<file path="src/rtl/opk_pkg.sv">
`timescale 1ns/1ps
package opk_pkg;
  localparam int unsigned OPK_LANES    = 64;
  localparam int unsigned OPK_LANE_SH  = 6;

  typedef enum logic {
    OPK_IDLE = 1'b0,
    OPK_SEND = 1'b1
  } opk_state_e;
endpackage

</file>
<file path="src/rtl/opk_result_store.sv">
`timescale 1ns/1ps
module opk_result_store #(
  parameter int unsigned MAX_K = 1024,
  parameter int unsigned LEN_W = 11
) (
  input  logic             clk,
  input  logic             rst_n,
  input  logic             cap_en,
  input  logic [MAX_K-1:0] cap_bits,
  input  logic [LEN_W-1:0] cap_len,
  input  logic             cap_pass,
  output logic [MAX_K-1:0] bits_q,
  output logic [LEN_W-1:0] len_q,
  output logic             pass_q
);
  logic [MAX_K-1:0] bits_n;
  logic [LEN_W-1:0] len_n;
  logic             pass_n;

  always_comb begin
    bits_n = bits_q;
    len_n  = len_q;
    pass_n = pass_q;
    if (cap_en) begin
      bits_n = cap_bits;
      len_n  = cap_len;
      pass_n = cap_pass;
    end
  end

  always_ff @(posedge clk or negedge rst_n) begin
    if (!rst_n) begin
      bits_q <= '0;
      len_q  <= '0;
      pass_q <= 1'b0;
    end else begin
      bits_q <= bits_n;
      len_q  <= len_n;
      pass_q <= pass_n;
    end
  end
endmodule

</file>
<file path="src/rtl/opk_beat_ctrl.sv">
`timescale 1ns/1ps
module opk_beat_ctrl
  import opk_pkg::*;
#(
  parameter int unsigned LEN_W = 11,
  parameter int unsigned IDX_W = 4
) (
  input  logic             clk,
  input  logic             rst_n,
  input  logic             load_acc,
  input  logic [LEN_W-1:0] len,
  input  logic             src_ready,
  output logic [IDX_W-1:0] beat_idx,
  output logic             fire,
  output logic             first,
  output logic             last,
  output logic             idle,
  output logic             active
);
  opk_state_e       state_q, state_n;
  logic [IDX_W-1:0] idx_n;
  logic             rdy_q, rdy_n;
  logic [LEN_W-1:0] len_m1;
  logic [LEN_W-1:0] last_idx;
  logic [LEN_W-1:0] idx_ext;

  always_comb begin
    len_m1   = len - LEN_W'(1);
    last_idx = len_m1 >> OPK_LANE_SH;
    idx_ext  = LEN_W'(beat_idx);
    active   = (state_q == OPK_SEND);
    fire     = active && rdy_q;
    first    = fire && (beat_idx == '0);
    last     = fire && (idx_ext == last_idx);
    idle     = !active || last;
  end

  always_comb begin
    rdy_n   = src_ready;
    state_n = state_q;
    idx_n   = beat_idx;
    if (load_acc) begin
      state_n = OPK_SEND;
      idx_n   = '0;
    end else if (last) begin
      state_n = OPK_IDLE;
      idx_n   = '0;
    end else if (fire) begin
      idx_n   = beat_idx + IDX_W'(1);
    end
  end

  always_ff @(posedge clk or negedge rst_n) begin
    if (!rst_n) begin
      state_q  <= OPK_IDLE;
      beat_idx <= '0;
      rdy_q    <= 1'b0;
    end else begin
      state_q  <= state_n;
      beat_idx <= idx_n;
      rdy_q    <= rdy_n;
    end
  end

  AST_VALID_NEEDS_READY: assert property (@(posedge clk) disable iff (!rst_n)
    fire |-> $past(src_ready));

  AST_IDX_HOLD: assert property (@(posedge clk) disable iff (!rst_n)
    (active && !fire) |=> $stable(beat_idx));

  AST_LOAD_STARTS: assert property (@(posedge clk) disable iff (!rst_n)
    load_acc |=> (active && beat_idx == '0));
endmodule

</file>
<file path="src/rtl/opk_lane_sel.sv">
`timescale 1ns/1ps
module opk_lane_sel
  import opk_pkg::*;
#(
  parameter int unsigned MAX_K = 1024,
  parameter int unsigned LEN_W = 11,
  parameter int unsigned IDX_W = 4
) (
  input  logic [MAX_K-1:0]     bits,
  input  logic [LEN_W-1:0]     len,
  input  logic [IDX_W-1:0]     beat_idx,
  input  logic                 fire,
  output logic [OPK_LANES-1:0] data
);
  localparam int unsigned BEATS = MAX_K / OPK_LANES;
  localparam int unsigned SLOTS = 1 << IDX_W;

  logic [OPK_LANES-1:0] words [SLOTS];
  logic [OPK_LANES-1:0] keep;
  logic [LEN_W:0]       base;
  logic [LEN_W:0]       rem;

  for (genvar b = 0; b < SLOTS; b++) begin : g_word
    if (b < BEATS) begin : g_real
      assign words[b] = bits[b*OPK_LANES +: OPK_LANES];
    end else begin : g_pad
      assign words[b] = '0;
    end
  end

  always_comb begin
    base = (LEN_W+1)'(beat_idx) << OPK_LANE_SH;
    rem  = {1'b0, len} - base;
  end

  for (genvar l = 0; l < OPK_LANES; l++) begin : g_keep
    assign keep[l] = (rem > (LEN_W+1)'(l));
  end

  always_comb begin
    data = '0;
    if (fire) data = words[beat_idx] & keep;
  end
endmodule

</file>
<file path="src/rtl/opk_out_packer.sv">
`timescale 1ns/1ps
module opk_out_packer
  import opk_pkg::*;
#(
  parameter int unsigned MAX_K = 1024,
  parameter int unsigned LEN_W = $clog2(MAX_K + 1)
) (
  input  logic             clk,
  input  logic             rst_n,
  input  logic             load_valid,
  input  logic [MAX_K-1:0] load_bits,
  input  logic [LEN_W-1:0] load_len,
  input  logic             load_pass,
  output logic             load_idle,
  input  logic             src_ready,
  output logic             src_valid,
  output logic             src_sop,
  output logic             src_eop,
  output logic [63:0]      src_data,
  output logic             src_pass
);
  localparam int unsigned BEATS = MAX_K / OPK_LANES;
  localparam int unsigned IDX_W = (BEATS > 1) ? $clog2(BEATS) : 1;

  logic [MAX_K-1:0] bits_q;
  logic [LEN_W-1:0] len_q;
  logic             pass_q;
  logic             load_acc;
  logic [IDX_W-1:0] beat_idx;
  logic             fire, first, last, idle, active;

  assign load_acc = load_valid && idle;

  opk_result_store #(.MAX_K(MAX_K), .LEN_W(LEN_W)) u_store (
    .clk(clk), .rst_n(rst_n), .cap_en(load_acc),
    .cap_bits(load_bits), .cap_len(load_len), .cap_pass(load_pass),
    .bits_q(bits_q), .len_q(len_q), .pass_q(pass_q)
  );

  opk_beat_ctrl #(.LEN_W(LEN_W), .IDX_W(IDX_W)) u_ctrl (
    .clk(clk), .rst_n(rst_n), .load_acc(load_acc), .len(len_q),
    .src_ready(src_ready), .beat_idx(beat_idx), .fire(fire),
    .first(first), .last(last), .idle(idle), .active(active)
  );

  opk_lane_sel #(.MAX_K(MAX_K), .LEN_W(LEN_W), .IDX_W(IDX_W)) u_lanes (
    .bits(bits_q), .len(len_q), .beat_idx(beat_idx), .fire(fire),
    .data(src_data)
  );

  assign load_idle = idle;
  assign src_valid = fire;
  assign src_sop   = first;
  assign src_eop   = last;
  assign src_pass  = pass_q && active;

  AST_BUSY_LOAD_IGNORED: assert property (@(posedge clk) disable iff (!rst_n)
    (load_valid && !load_idle) |=> ($stable(len_q) && $stable(pass_q)));

  AST_PASS_STABLE: assert property (@(posedge clk) disable iff (!rst_n)
    (src_valid && !src_eop) |=> $stable(src_pass));

  AST_EOP_ENDS: assert property (@(posedge clk) disable iff (!rst_n)
    (src_valid && src_eop && !load_valid) |=> !src_valid);

  AST_IDLE_AT_END: assert property (@(posedge clk) disable iff (!rst_n)
    (src_valid && src_eop) |-> load_idle);
endmodule

</file>
<file path="config.mk">
export PLATFORM = sky130hd
export DESIGN_NAME = opk_out_packer
export DESIGN_NICKNAME = d
export VERILOG_FILES = /design/src/rtl/opk_pkg.sv /design/src/rtl/opk_result_store.sv /design/src/rtl/opk_beat_ctrl.sv /design/src/rtl/opk_lane_sel.sv /design/src/rtl/opk_out_packer.sv
export SDC_FILE = /design/constraint.sdc
export NUM_CORES = 2
export LEC_CHECK = 0
export ABC_AREA = 1
export ABC_CLOCK_PERIOD_IN_PS = 2970
export BUFFER_PORTS_ARGS = -buffer_cell sky130_fd_sc_hd__clkbuf_2
export CAP_MARGIN = 25
export CORE_AREA = 2 2 432 434
export CTS_CLUSTER_SIZE = 12
export DETAILED_ROUTE_END_ITERATION = 10
export DIE_AREA = 0 0 434 436
export GPL_ROUTABILITY_DRIVEN = 1
export PLACE_DENSITY = 0.57
export SLEW_MARGIN = 20
export SYNTH_ARGS = -nofsm -noshare
export SYNTH_HDL_FRONTEND = slang
export SYNTH_HIERARCHICAL = 1
export SYNTH_SLANG_ARGS = --single-unit
</file>
<file path="constraint.sdc">
create_clock -name clk -period 2.97 [get_ports clk]
set_clock_uncertainty 0.2 [all_clocks]
set_input_delay 0.594 -clock clk [delete_from_list [all_inputs] [get_ports clk]]
set_output_delay 0.594 -clock clk [all_outputs]
set_load 0.05 [all_outputs]
</file>
==> results.json <==
{
  "status": "finished with violations",
  "violations": "negative setup slack",
  "startpoint": "u_ctrl/beat_idx[0]",
  "ir_drop_mv": 0.516,
  "drv_slew": 0,
  "ioPinCount": 1109,
  "yosysMostFrequentCell": "nand2_1",
  "cp-end-kind": "output pin",
  "hold_viol": 0,
  "pre_cts_ws_ns": -0.664,
  "drc": 0,
  "grt_max_degree": 115,
  "p_switching_uw": 21200,
  "pwr-share-comb_pct": 45.5,
  "synth-seq-cells": 1042,
  "hold_depth": 3,
  "yosysUniqueCellTypes": 35,
  "vias": 59400,
  "finalSetupViolCount": 1026,
  "setup_tns_ns": -159.40,
  "yosysTopAreaCell": "dfrtp_1",
  "cts.path.max_buffers": 3,
  "synthArstFlopShare_pct": 100,
  "period_needed_ns": 4.09,
  "rr_startpoint": "u_ctrl/beat_idx[0]",
  "cts_tree": "built",
  "area_growth_pct": 64.4,
  "reg2reg_depth": 18,
  "syn_avg_cell_area_um2": 7.18,
  "synth_area_leaders": "dfrtp_1 (51%), nand2_1 (32%), nand3_1 (8.2%)",
  "htree_levels": 3,
  "synth_sequential_area_ratio_pct": 51.3,
  "nNetsFinal": 10600,
  "rsz0062_at_grt": "true",
  "setup_ws_ns": -1.12,
  "drive_gt1_share_pct": 25.0,
  "synthCells": 7074,
  "yosysWarningCount": 6,
  "numCtsBuffers": 118,
  "core_area_um2": 185000,
  "cp_max_fo": 7,
  "synth_ff_type": "dfrtp_1",
  "synth_edf_count": 0,
  "leakagePower_uw": 0.0437,
  "overflow": 0,
  "die-area_um2": 189000,
  "power.internal_uw": 32300,
  "critPathKind": "flip-flop to output pin",
  "drtIter0Drc": 5588,
  "crit_arrival_ns": 3.29,
  "track_usage_pct": 29.8,
  "cp-start-kind": "flip-flop",
  "p_clk_share_pct": 27.9,
  "rrSetupSlack_ns": -0.26,
  "crit_required_ns": 2.18,
  "synth_fp_nets": 8121,
  "gp_congestion": 0.942,
  "dp_hpwl_um": 208000,
  "timing.fmax_mhz": 245,
  "antenna_found_initial": 36,
  "grt_first_pass_wirelength_um": 407000,
  "cts_root_buffer": "clkbuf_16",
  "min_path_type": "input port to flip-flop",
  "final_antenna_net_count": 0,
  "regToRegEndpoint": "u_store/bits_q[291]",
  "worstMarginPinSlew_ns": 0.719,
  "firstDrtPassIters": 10,
  "worstSkewPairLatency_ns": 0.80,
  "synth_common_cells": "nand2_1 (4337), dfrtp_1 (1042), nand3_1 (836), buf_2 (306), nor2_1 (131)",
  "power_uw": 53600,
  "max_slew_margin_pct": 52.1,
  "synth_area_um2": 50800,
  "synth_top_area_share_pct": 51.3,
  "holdWs_ns": 0.0678,
  "p_sw_share_pct": 39.7,
  "avgRoutedWirePerCell_um": 24.4,
  "drv_cap": 0,
  "row_count": 158,
  "drt_wl_total_um": 297000,
  "die_x_um": 434,
  "power.density_nw_per_um2": 641,
  "period_share_pct": 138,
  "cts_sinks": 1042,
  "vias_per_cell": 4.88,
  "io_buffers": 1108,
  "p_seq_share_pct": 26.6,
  "die_h_um": 436,
  "start_util_pct": 27.5,
  "crit_end": "src_data[2]",
  "grt_pass1_vias": 59600,
  "clkTransAtPathRegs_ns": 0.07
}
-- worst max-delay path, stage by stage (launching register included) --
cell	delay, ns
dfrtp_4	0.52
ha_4	0.18
fa_2	0.35
inv_2	0.08
nand2_2	0.07
nand2_2	0.08
nand3_2	0.07
nand2_2	0.08
nand2_4	0.07
nor2_8	0.18
buf_6	0.13
buf_8	0.12
buf_12	0.12
nand4_1	0.09
nand2_2	0.14
inv_2	0.06
buf_12	0.14
-- area by class of cell --
| cell class | instances | area (µm²) |
|---|---|---|
| repair buffers | 2808 | 25300 |
| fillers | 17700 | 101000 |
| flip-flops and latches | 1042 | 26100 |
| multi-input cells | 5470 | 24400 |
| inverters | 103 | 509 |
| clock buffers | 186 | 3590 |
| clock inverters | 28 | 338 |
| well taps | 2480 | 3100 |
| diodes | 32 | 80.1 |
| repair inverters | 6 | 114 |
-- power groups by stage --
stage	Clock, µW	Combinational, µW	Sequential, µW
final	14900	24400	14300
after global routing	15700	25400	14300
after CTS	15200	23800	14300
after detailed placement	0	20100	14500
after global placement	0	20200	14500
after floorplan	0	7570	14500
-- per-layer routing --
metal | up-vias | global-route usage (%) | share of wire [%]
li1 | 27000 | - | -
met1 | 28300 | 35.0 | 38
met2 | 3176 | 49.8 | 48
met3 | 940 | 4.88 | 6.9
met4 | 10 | 19.7 | 7.9
met5 | - | 0.0256 | 0.021
-- stage by stage --
stage                     util, %  area, µm²  std cells
after floorplan                 -      51200       7074
after CTS                    44.2      81600      12100
after global placement       34.9      64300      10800
after detailed placement     34.9      64300      10800
after global routing         45.2      83500      12100
final                        45.2      83500      12200
-- worst min path at each step --
stage | startpoint | to | slack (ns)
after global routing | load_bits[483] | u_store/bits_q[483] | 0.04
after global placement | u_store/bits_q[1023] | u_store/bits_q[1023] | 0.25
after floorplan | rst_n | u_ctrl/active | 0.1
after detailed placement | u_store/bits_q[443] | u_store/bits_q[443] | 0.26
after CTS | load_bits[365] | u_store/bits_q[365] | 0.006
final | load_bits[483] | u_store/bits_q[483] | 0.07
-- placed cells by master, fill, tap and decap left out, drive strengths merged, types with 4 or more instances in the layout --
| master | netlist | routed |
|---|---|---|
| dfrtp | 1042 | 1042 |
| buf | 394 | 700 |
| dlygate4sd3 | 0 | 1036 |
| clkinvlp | 0 | 5 |
| nand2 | 4345 | 4345 |
| diode | 0 | 32 |
| clkbuf | 65 | 1250 |
| o31ai | 4 | 4 |
| o21ai | 26 | 26 |
| ha | 6 | 6 |
| nand4 | 5 | 5 |
| xor2 | 4 | 4 |
| a21oi | 80 | 80 |
| nand3 | 839 | 839 |
| clkinv | 0 | 22 |
| nor3 | 7 | 7 |
| bufbuf | 0 | 8 |
| nor2 | 143 | 143 |
| inv | 103 | 108 |
-- sequential cells by signal (all words and copies together) (netlist names) --
register and count:
u_ctrl/active 1, u_ctrl/rdy_q 1, u_store/len_q 11, u_ctrl/beat_idx 4
u_store/bits_q 1024, u_store/pass_q 1
-- timing repair --
item,CTS,global route
hold buffers,1036,0
endpoints found under the hold margin,1247,0
gates resized for setup,439,241
pin swaps,80,71
endpoints found under the setup margin,1089,1092
cloned,22,28
buffers inserted,48,32
-- kinds of logic after synthesis --
kind of cell,after synthesis,synth area share [%]
buf+inv,562,5.37
xor+xnor,7,0.121
compound gates,115,1.18
flops,1042,51.3
simple gates,5341,41.8
fa+ha+maj,7,0.187
Power figures use the tool's default switching activity.
